===== src/rtl/irq_dist_pkg.sv =====
package irq_dist_pkg;

  localparam int ROUTE_IDX_W  = 10;       // 1024 interrupt numbers
  localparam int AFF_W        = 24;
  localparam int PRIVATE_CNT  = 32;
  localparam logic [15:0] OFS_CTL    = 16'h0000;
  localparam logic [15:0] OFS_TYPE   = 16'h0004;
  localparam logic [15:0] OFS_IDENT  = 16'h0008;
  localparam logic [2:0]  ROUTE_TAG  = 3'b011; // 0x6000..0x7FFF
  localparam logic [15:0] OFS_IDWIN  = 16'hFFD0;
  localparam logic [15:0] OFS_PID2   = 16'hFFE8;
  localparam logic [31:0] PID2_VALUE = 32'h0000_003B;
  localparam int CTL_EN_BIT   = 0;
  localparam int CTL_ARE_BIT  = 4;
  localparam int CTL_DS_BIT   = 6;

  typedef enum logic [2:0] {
    RD_ZERO, RD_CTL, RD_TYPE, RD_IDENT, RD_ROUTE, RD_PID2
  } rdSel_e;

  typedef struct packed {
    logic                   ctlWr;
    logic                   routeWr;
    logic                   rspLoad;
    logic                   rdLoad;
    rdSel_e                 rdSel;
    logic [ROUTE_IDX_W-1:0] routeIdx;   // shared index (n - 32)
  } strobe_t;

endpackage


===== src/rtl/irq_dist_ctrl.sv =====
module irq_dist_ctrl
  import irq_dist_pkg::*;
#(
  parameter int NUM_SHARED = 64
) (
  input  logic        reqValid,
  input  logic [15:0] reqAddr,
  input  logic        reqWrite,
  output strobe_t     strobe
);

  localparam int SHARED_LIMIT = PRIVATE_CNT + NUM_SHARED;

  logic [15:0]            wordAddr;
  logic                   routeHit;
  logic                   routeUpper;
  logic [ROUTE_IDX_W-1:0] rawIdx;
  logic                   sharedHit;
  logic                   isRead;
  logic                   isWrite;

  assign wordAddr   = {reqAddr[15:2], 2'b00};
  assign routeHit   = (wordAddr[15:13] == ROUTE_TAG);
  assign routeUpper = wordAddr[2];
  assign rawIdx     = wordAddr[12:3];
  assign sharedHit  = (32'(rawIdx) >= PRIVATE_CNT) && (32'(rawIdx) < SHARED_LIMIT);
  assign isRead     = reqValid && !reqWrite;
  assign isWrite    = reqValid && reqWrite;

  always_comb begin
    strobe          = '0;
    strobe.rdSel    = RD_ZERO;
    strobe.rspLoad  = reqValid;
    strobe.rdLoad   = isRead;
    strobe.routeIdx = rawIdx - ROUTE_IDX_W'(PRIVATE_CNT);
    if (wordAddr == OFS_CTL) begin
      strobe.rdSel = RD_CTL;
      strobe.ctlWr = isWrite;
    end else if (wordAddr == OFS_TYPE) begin
      strobe.rdSel = RD_TYPE;
    end else if (wordAddr == OFS_IDENT) begin
      strobe.rdSel = RD_IDENT;
    end else if (routeHit && sharedHit && !routeUpper) begin
      strobe.rdSel   = RD_ROUTE;
      strobe.routeWr = isWrite;
    end else if (wordAddr == OFS_PID2) begin
      strobe.rdSel = RD_PID2;
    end
  end

endmodule


===== src/rtl/irq_dist_data.sv =====
module irq_dist_data
  import irq_dist_pkg::*;
#(
  parameter int          NUM_SHARED = 64,
  parameter int          ID_BITS    = 10,
  parameter logic [31:0] IDENT_WORD = 32'h0200_143B
) (
  input  logic        clk,
  input  logic        rstN,
  input  strobe_t     strobe,
  input  logic [AFF_W-1:0] wrAff,
  output logic        rspValid,
  output logic [63:0] rspRdata,
  output logic        wakePulse
);

  localparam int TOTAL_IRQ = PRIVATE_CNT + NUM_SHARED;
  localparam int LINE_FLD  = TOTAL_IRQ / 32 - 1;
  localparam logic [31:0] TYPE_WORD =
    32'(LINE_FLD) | (32'(ID_BITS - 1) << 19);

  logic             enableQ;
  logic [AFF_W-1:0] routeQ [NUM_SHARED];
  logic [AFF_W-1:0] routeRd;
  logic [31:0]      ctlWord;
  logic [31:0]      rdWord;

  always_ff @(posedge clk) begin
    if (!rstN) begin
      enableQ   <= 1'b0;
      wakePulse <= 1'b0;
    end else begin
      wakePulse <= strobe.ctlWr && wrAff[CTL_EN_BIT] && !enableQ;
      if (strobe.ctlWr) enableQ <= wrAff[CTL_EN_BIT];
    end
  end

  for (genvar g = 0; g < NUM_SHARED; g++) begin : g_route
    always_ff @(posedge clk) begin
      if (!rstN)
        routeQ[g] <= '0;
      else if (strobe.routeWr && strobe.routeIdx == ROUTE_IDX_W'(g))
        routeQ[g] <= wrAff;
    end
  end

  always_comb begin
    routeRd = '0;
    for (int i = 0; i < NUM_SHARED; i++)
      if (strobe.routeIdx == ROUTE_IDX_W'(i)) routeRd = routeQ[i];
  end

  always_comb begin
    ctlWord = '0;
    ctlWord[CTL_EN_BIT]  = enableQ;
    ctlWord[CTL_ARE_BIT] = 1'b1;
    ctlWord[CTL_DS_BIT]  = 1'b1;
  end

  always_comb begin
    unique case (strobe.rdSel)
      RD_CTL:   rdWord = ctlWord;
      RD_TYPE:  rdWord = TYPE_WORD;
      RD_IDENT: rdWord = IDENT_WORD;
      RD_ROUTE: rdWord = 32'(routeRd);
      RD_PID2:  rdWord = PID2_VALUE;
      default:  rdWord = '0;
    endcase
  end

  always_ff @(posedge clk) begin
    if (!rstN) begin
      rspValid <= 1'b0;
      rspRdata <= '0;
    end else begin
      rspValid <= strobe.rspLoad;
      rspRdata <= strobe.rdLoad ? {32'h0, rdWord} : 64'h0;
    end
  end

endmodule


===== src/rtl/irq_dist_regs.sv =====
module irq_dist_regs
  import irq_dist_pkg::*;
#(
  parameter int          NUM_SHARED = 64,
  parameter int          ID_BITS    = 10,
  parameter logic [31:0] IDENT_WORD = 32'h0200_143B
) (
  input  logic        clk,
  input  logic        rstN,
  input  logic        reqValid,
  output logic        reqReady,
  input  logic [15:0] reqAddr,
  input  logic        reqWrite,
  input  logic        reqSize8,
  input  logic [63:0] reqWdata,
  output logic        rspValid,
  output logic [63:0] rspRdata,
  output logic        wakePulse
);

  strobe_t strobe;
  logic    unusedTopBits;

  // Size only matters for which half is touched; the upper 32 bits of an
  // 8-byte access are never stored, so both sizes share one path.
  assign unusedTopBits = ^{reqSize8, reqWdata[63:AFF_W]};
  assign reqReady = 1'b1;

  irq_dist_ctrl #(.NUM_SHARED(NUM_SHARED)) i_ctrl (
    .reqValid (reqValid),
    .reqAddr  (reqAddr),
    .reqWrite (reqWrite),
    .strobe   (strobe)
  );

  irq_dist_data #(
    .NUM_SHARED (NUM_SHARED),
    .ID_BITS    (ID_BITS),
    .IDENT_WORD (IDENT_WORD)
  ) i_data (
    .clk       (clk),
    .rstN      (rstN),
    .strobe    (strobe),
    .wrAff     (reqWdata[AFF_W-1:0]),
    .rspValid  (rspValid),
    .rspRdata  (rspRdata),
    .wakePulse (wakePulse)
  );

endmodule


===== config.mk =====
export PLATFORM = sky130hd
export DESIGN_NAME = irq_dist_regs
export DESIGN_NICKNAME = d
export VERILOG_FILES = /design/src/rtl/irq_dist_pkg.sv /design/src/rtl/irq_dist_ctrl.sv /design/src/rtl/irq_dist_data.sv /design/src/rtl/irq_dist_regs.sv
export SDC_FILE = /design/constraint.sdc
export NUM_CORES = 2
export LEC_CHECK = 0
export CAP_MARGIN = 10
export CORE_MARGIN = 5
export CORE_UTILIZATION = 28
export CTS_BUF_LIST = sky130_fd_sc_hd__clkbuf_4 sky130_fd_sc_hd__clkbuf_8 sky130_fd_sc_hd__clkbuf_16
export DETAILED_ROUTE_END_ITERATION = 12
export HOLD_SLACK_MARGIN = 0.08
export PLACE_DENSITY = 0.48
export SLEW_MARGIN = 20
export SYNTH_ARGS = -nofsm -noshare
export SYNTH_HDL_FRONTEND = slang
export SYNTH_SLANG_ARGS = --single-unit

===== constraint.sdc =====
create_clock -name clk -period 8.1 [get_ports clk]
set_input_delay 0.81 -clock clk [delete_from_list [all_inputs] [get_ports clk]]
set_output_delay 0.81 -clock clk [all_outputs]
set_load 0.05 [all_outputs]

Word-level counts from Yosys, hierarchy flattened

Memory sizes are Yosys's and may differ from the RTL's.
Cells that the tools add are included.

Order comparisons: 2
Reductions and logical operators: 77
Bitwise logic cells: 64
Equality and inequality tests: 72
Mux-type cells: 332
Add/subtract/negate cells: 1

Operator list:

| cell                    | number |
|---|---|
| $mux W24                | 128 |
| $eq A10 B6 Y1 const B   | 32 |
| $mux W1                 | 198 |
| $eq A10 B5 Y1 const B   | 16 |
| $pmux W26 S5            | 1 |
| $eq A10 B4 Y1 const B   | 8 |
| $logic_and A1 B1 Y1     | 71 |
| $or A1 B1 Y1            | 64 |
| $eq A10 B3 Y1 const B   | 4 |
| $eq A10 B2 Y1 const B   | 2 |
| $logic_not A16 Y1       | 1 |
| $mux W3                 | 5 |
| $eq A14 B1 Y1 const B   | 1 |
| $eq A14 B14 Y1 const B  | 1 |
| $eq A14 B2 Y1 const B   | 1 |
| $eq A10 B1 Y1 const B   | 1 |
| $ge A10 B6 Y1 const B   | 1 |
| $logic_not A10 Y1       | 1 |
| $lt A10 B7 Y1 const B   | 1 |
| $sub A10 B6 Y10 const B | 1 |
| $eq A3 B2 Y1 const B    | 3 |
| $eq A3 B3 Y1 const B    | 2 |
| $eq A3 B1 Y1 const B    | 1 |
| $logic_not A1 Y1        | 3 |
| $reduce_and A2 Y1       | 1 |

Memories: 1
Word-level logic and storage cells: 554
Register bits after elaboration: 67
RAM bits: 1536

Memory list:

| memory        | words | bits a word | read ports | clocked after Yosys merged registers in | write ports | RTL line            | text |
|---|---|---|---|---|---|---|---|
| i_data.routeQ | 64    | 24          | 64         | 0                                       | 64          | irq_dist_data.sv:23 | `logic [AFF_W-1:0] routeQ [NUM_SHARED];` |

Longest topological paths before layout

Depth in word-level cells: 67
Gate-level depth with buffers: 15
Gate-level depth less buffers: 11

Hierarchy

From an unflattened synthesis, not the netlist that was laid out.

Cells, all modules: 5801
Area, all modules: 71551.1 um^2

By module, submodules not included:

| module        | cells an instance | instances | area each (um^2) |
|---|---|---|---|
| irq_dist_data | 5758              | 1         | 71250.8 |
| irq_dist_ctrl | 41                | 1         | 289.0 |
| irq_dist_regs | 2                 | 1         | 11.3 |

Worst setup path after synthesis

OpenSTA, ideal clock, no wires.

Kind: input -> register
Start point: input reqAddr[8]
End point: memory i_data.routeQ[63][0] (netlist: i_data.routeQ[1][744]), enable pin
Slack: 3.159 ns
Buffers on the path: 3
Arrival: 4.503 ns
Stages on the path: 10
Cells stage by stage: inv_1 > ha_1 > or2_1 > a211o_1 > buf_4 > a21oi_2 > clkbuf_1 > nand2_1 > clkbuf_1 > o21ai_0

RTL lines:

| item               | RTL line            | text |
|---|---|---|
| start: declaration | irq_dist_regs.sv:12 | `input logic [15:0] reqAddr,` |
| end: declaration   | irq_dist_data.sv:23 |  |

Final worst setup path

Start point: input reqAddr[9]
End point: register i_data.rspRdata[12]

Word-level cells in the longest chain between the ends: 67

RTL lines:

| item                   | RTL line            | text |
|---|---|---|
| $sub A10 B6 Y10        | irq_dist_ctrl.sv:35 | `strobe.routeIdx = rawIdx - ROUTE_IDX_W'(PRIVATE_CNT);` |
| $logic_not A10 Y1      | irq_dist_data.sv:50 | `if (strobe.routeIdx == ROUTE_IDX_W'(i)) routeRd = routeQ[i];` |
| $mux W24 (64 in a row) | irq_dist_data.sv:50 |  |
| $pmux W26 S5 (*)       | irq_dist_data.sv:61 | `unique case (strobe.rdSel)` |
| end signal: assignment | irq_dist_data.sv:77 | `rspRdata <= strobe.rdLoad ? {32'h0, rdWord} : 64'h0;` |
| end: declaration       | irq_dist_data.sv:13 | `output logic [63:0] rspRdata,` |

Every way passes the cells marked *; elsewhere a longest branch is shown, timed or not.
A chain may end at the register's enable or synchronous reset.

==> flow_summary_export.csv <==
group,metric,value,unit
timing,fin_crit_sh,81.77,%
die,die_w,510.3,µm
routing,routedWlPerCell,35.66,µm
clock_tree,cts_buffers,165,
clock_tree,cts_hold_buf,0,
critical_path,crit_slowest_cell,"a2111oi_0",
routing,dr_total_vias,49000,
synth,synth_cell_type_count,95,
timing,setup_viol,0,
routing,drc,0,
global_routing,grt-ovfl-total,0,
timing,skew,34.26,ps
critical_path,rrSetupSlack,4060,ps
timing,min_period,6624,ps
synth,synth-edff-count,1536,
place,pre_cts_ws,944.7,ps
clock_tree,clock_path_buffers,3,
timing,rsz0062_at_grt,"no",
synth,seq_area_frac_synth,66.60,%
final_layout,layout_common_cells,"and2_1, edfxtp_1, a22oi_1",
flow_run,drv_cap,0,
die,start_util,28.16,%
timing,relSlewSlack,10.95,%
routing,via_per_inst,5.575,
place,port_buffers,68,
clock_tree,cts_tree,"built",
critical_path,worst_r2r_path_depth,8,
power,vdd_ir_drop_max,0.2302,mV
critical_path,path_class,"in2reg",
timing,hold_viol_final,0,
global_routing,grt_pass1_wl,418.3,mm
power,powerDensity,221.1,nW/µm²
outcome,status,"completed",
critical_path,endpoint_kind,"register",
critical_path,cp_max_fo,20,
place,dp_hpwl,188.8,mm
critical_path,critPathMaxStageDelay,990,ps
routing,first_pass_iters,8,
place,gp_congestion,0.8852,
critical_path,path_cells,"clkdlybuf4s50_1 > inv_1 > ha_1 > and4b_4 > o211ai_4 > nor2_2 > buf_4 > a2111oi_0 > nand3_1 > a2111oi_0 > nand4_1 > nor3_1 > o221ai_1",
die,coreArea,248900,µm²
final_layout,nNetsFinal,5399,
critical_path,r2r-end,"i_data.rspRdata[10]$_SDFF_PN0_",
final_layout,drive_gt1_share,13.78,%
synth,syn-instance-count,5336,
synth,synth_flop_cell,"edfxtp_1",
timing,fin_ws,1476,ps
clock_tree,htree_levels,4,
die,std_cell_rows,183,
synth,synth_async_sr_flop_share,0,%
final_layout,fin_util,32.46,%
synth,yosys_warnings,0,
critical_path,cp-start-kind,"input pin",
critical_path,reg2reg_from,"i_data.routeQ[0][82]$_SDFFCE_PN0P_",
critical_path,cp-startpoint,"reqAddr[9]",
routing,ant_nets,0,
synth,syn_area_per_cell,13.14,µm²
global_routing,grt_pass1_vias,45880,
critical_path,crit_required,8760,ps
final_layout,seqCellArea,46680,µm²
worst_hold_path,hold_path_depth,2,
global_routing,track_usage,23.41,%
die,die_y,510.3,µm
clock_tree,clock_latency,830,ps
synth,ys_ff_latch,1564,
synth,syn_area,70090,µm²
final_layout,mostFrequentLayoutCell,"and2_1",
timing,fin_setup_tns,0,ps
global_routing,grt_max_degree,67,
timing,holdWs,318.1,ps
clock_tree,post_cts.repair.setup_buffers,0,
critical_path,arrival,7280,ps
critical_path,crit_end,"i_data.rspRdata[12]$_SDFF_PN0_",
clock_tree,cts_resized,0,
clock_tree,path_clk_slew,60,ps
power,p_leak,27.04,nW
power,finalPower,0.01787,W
final_layout,syn_to_final_growth,15.26,%
timing,worst_pin_slew,1324,ps
timing,fmax,0.1510,GHz
routing,drt-initial-drc-count,8532,
timing,slew_viol_final,0,
clock_tree,cts_sinks,1564,
die,die_area,260400,µm²
critical_path,cp_common_cell,"a2111oi_0",
die,ios,152,
worst_hold_path,hp-class,"in2reg",
routing,wl,313.4,mm
clock_tree,cts_root_buf,"clkbuf_16",
final_layout,n_fill_cell,24520,
global_routing,antenna_found_initial,55,
final_layout,multi_input_area,22140,µm²
==> logic make-up after synthesis <==
group / synth area share (%)
buffers and inverters: 3.706
AO/OA/AOI/OAI: 10.81
XOR/XNOR: 0.01250
AND/OR/NAND/NOR: 18.63
adder cells (fa/ha/maj): 0.07140
other: 0.01071
flip-flops: 66.60
multiplexers: 0.1499
==> critical path, delay by kind of cell <==
family	cells	cell delay (ps)
compound gates	4	2620
simple gates	5	1930
buf+inv	3	1450
fa+ha+maj	1	420
==> metrics by stage <==
stage | area, µm² | std cells
3_3_place_gp | 75420 | 8473
2_1_floorplan | 70240 | 5374
3_5_place_dp | 75430 | 8473
6_report | 80790 | 8789
5_1_grt | 80760 | 8775
4_1_cts | 80730 | 8771
==> flip-flops by register name, indices dropped and copies added (netlist names) <==
register and count:
i_data.rspValid 1, i_data.routeQ 1536, i_data.enableQ 1, i_data.rspRdata 25, i_data.wakePulse 1
==> report_power, final <==
part | internal (W) | total [W] | switching (W)
registers | 0.00925 | 0.00937 | 0.000117
logic | 0.000127 | 0.000849 | 0.000722
clock network | 0.00425 | 0.00765 | 0.00340
total | 0.0136 | 0.0179 | 0.00424
==> worst min path at each step <==
stage	slack, ps	start	endpoint
6_report	320	reqWdata[5]	i_data.routeQ[1][701]$_SDFFCE_PN0P_
5_1_grt	300	reqWdata[5]	i_data.routeQ[1][749]$_SDFFCE_PN0P_
4_1_cts	260	reqWdata[5]	i_data.routeQ[1][701]$_SDFFCE_PN0P_
3_5_place_dp	470	i_data.enableQ$_SDFFE_PN0P_	i_data.wakePulse$_SDFF_PN0_
3_3_place_gp	460	i_data.enableQ$_SDFFE_PN0P_	i_data.wakePulse$_SDFF_PN0_
2_1_floorplan	420	i_data.enableQ$_SDFFE_PN0P_	i_data.wakePulse$_SDFF_PN0_
==> Yosys cell counts, types with 14 or more instances <==
master | number | share of area [%]
a2111oi_0 | 14 | 0.17
a211oi_1 | 21 | 0.22
a21oi_1 | 83 | 0.59
a221o_1 | 22 | 0.31
a221oi_1 | 112 | 1.4
a222oi_1 | 38 | 0.54
a22o_1 | 79 | 0.99
a22oi_1 | 336 | 3.6
a31oi_1 | 24 | 0.21
a32oi_1 | 18 | 0.22
and2_1 | 1538 | 14
and3_1 | 36 | 0.32
buf_1 | 30 | 0.16
buf_2 | 91 | 0.65
buf_4 | 74 | 0.79
clkbuf_1 | 298 | 1.6
clkbuf_2 | 44 | 0.31
dfxtp_1 | 28 | 0.80
edfxtp_1 | 1536 | 66
nand2_1 | 166 | 0.89
nand3_1 | 84 | 0.60
nand4_1 | 61 | 0.54
nor2_1 | 118 | 0.63
nor2_2 | 70 | 0.62
nor3_1 | 33 | 0.24
o21ai_0 | 130 | 0.93
o221ai_1 | 18 | 0.22
o22ai_1 | 30 | 0.27
==> layout make-up <==
| class | count | share of cell area [%] |
|---|---|---|
| antenna | 18 | 0.05575 |
| timing repair buffer | 314 | 2.991 |
| sequential | 1564 | 57.78 |
| clock buffer | 206 | 5.529 |
| multi-input combinational | 3253 | 27.40 |
| inverter | 12 | 0.05575 |
| tap | 3330 | 5.157 |
| clock inverter | 92 | 1.025 |
==> metal layers <==
metal  global-route usage [%]  vias up  part of all wire [%]
li1                         -    19700                     -
met1                    31.89    25540                    40
met2                    36.17     3188                    45
met3                    5.293      551                    11
met4                    9.439       14                   4.5
met5                        0        -                 0.030
Power figures use the tool's default switching activity.
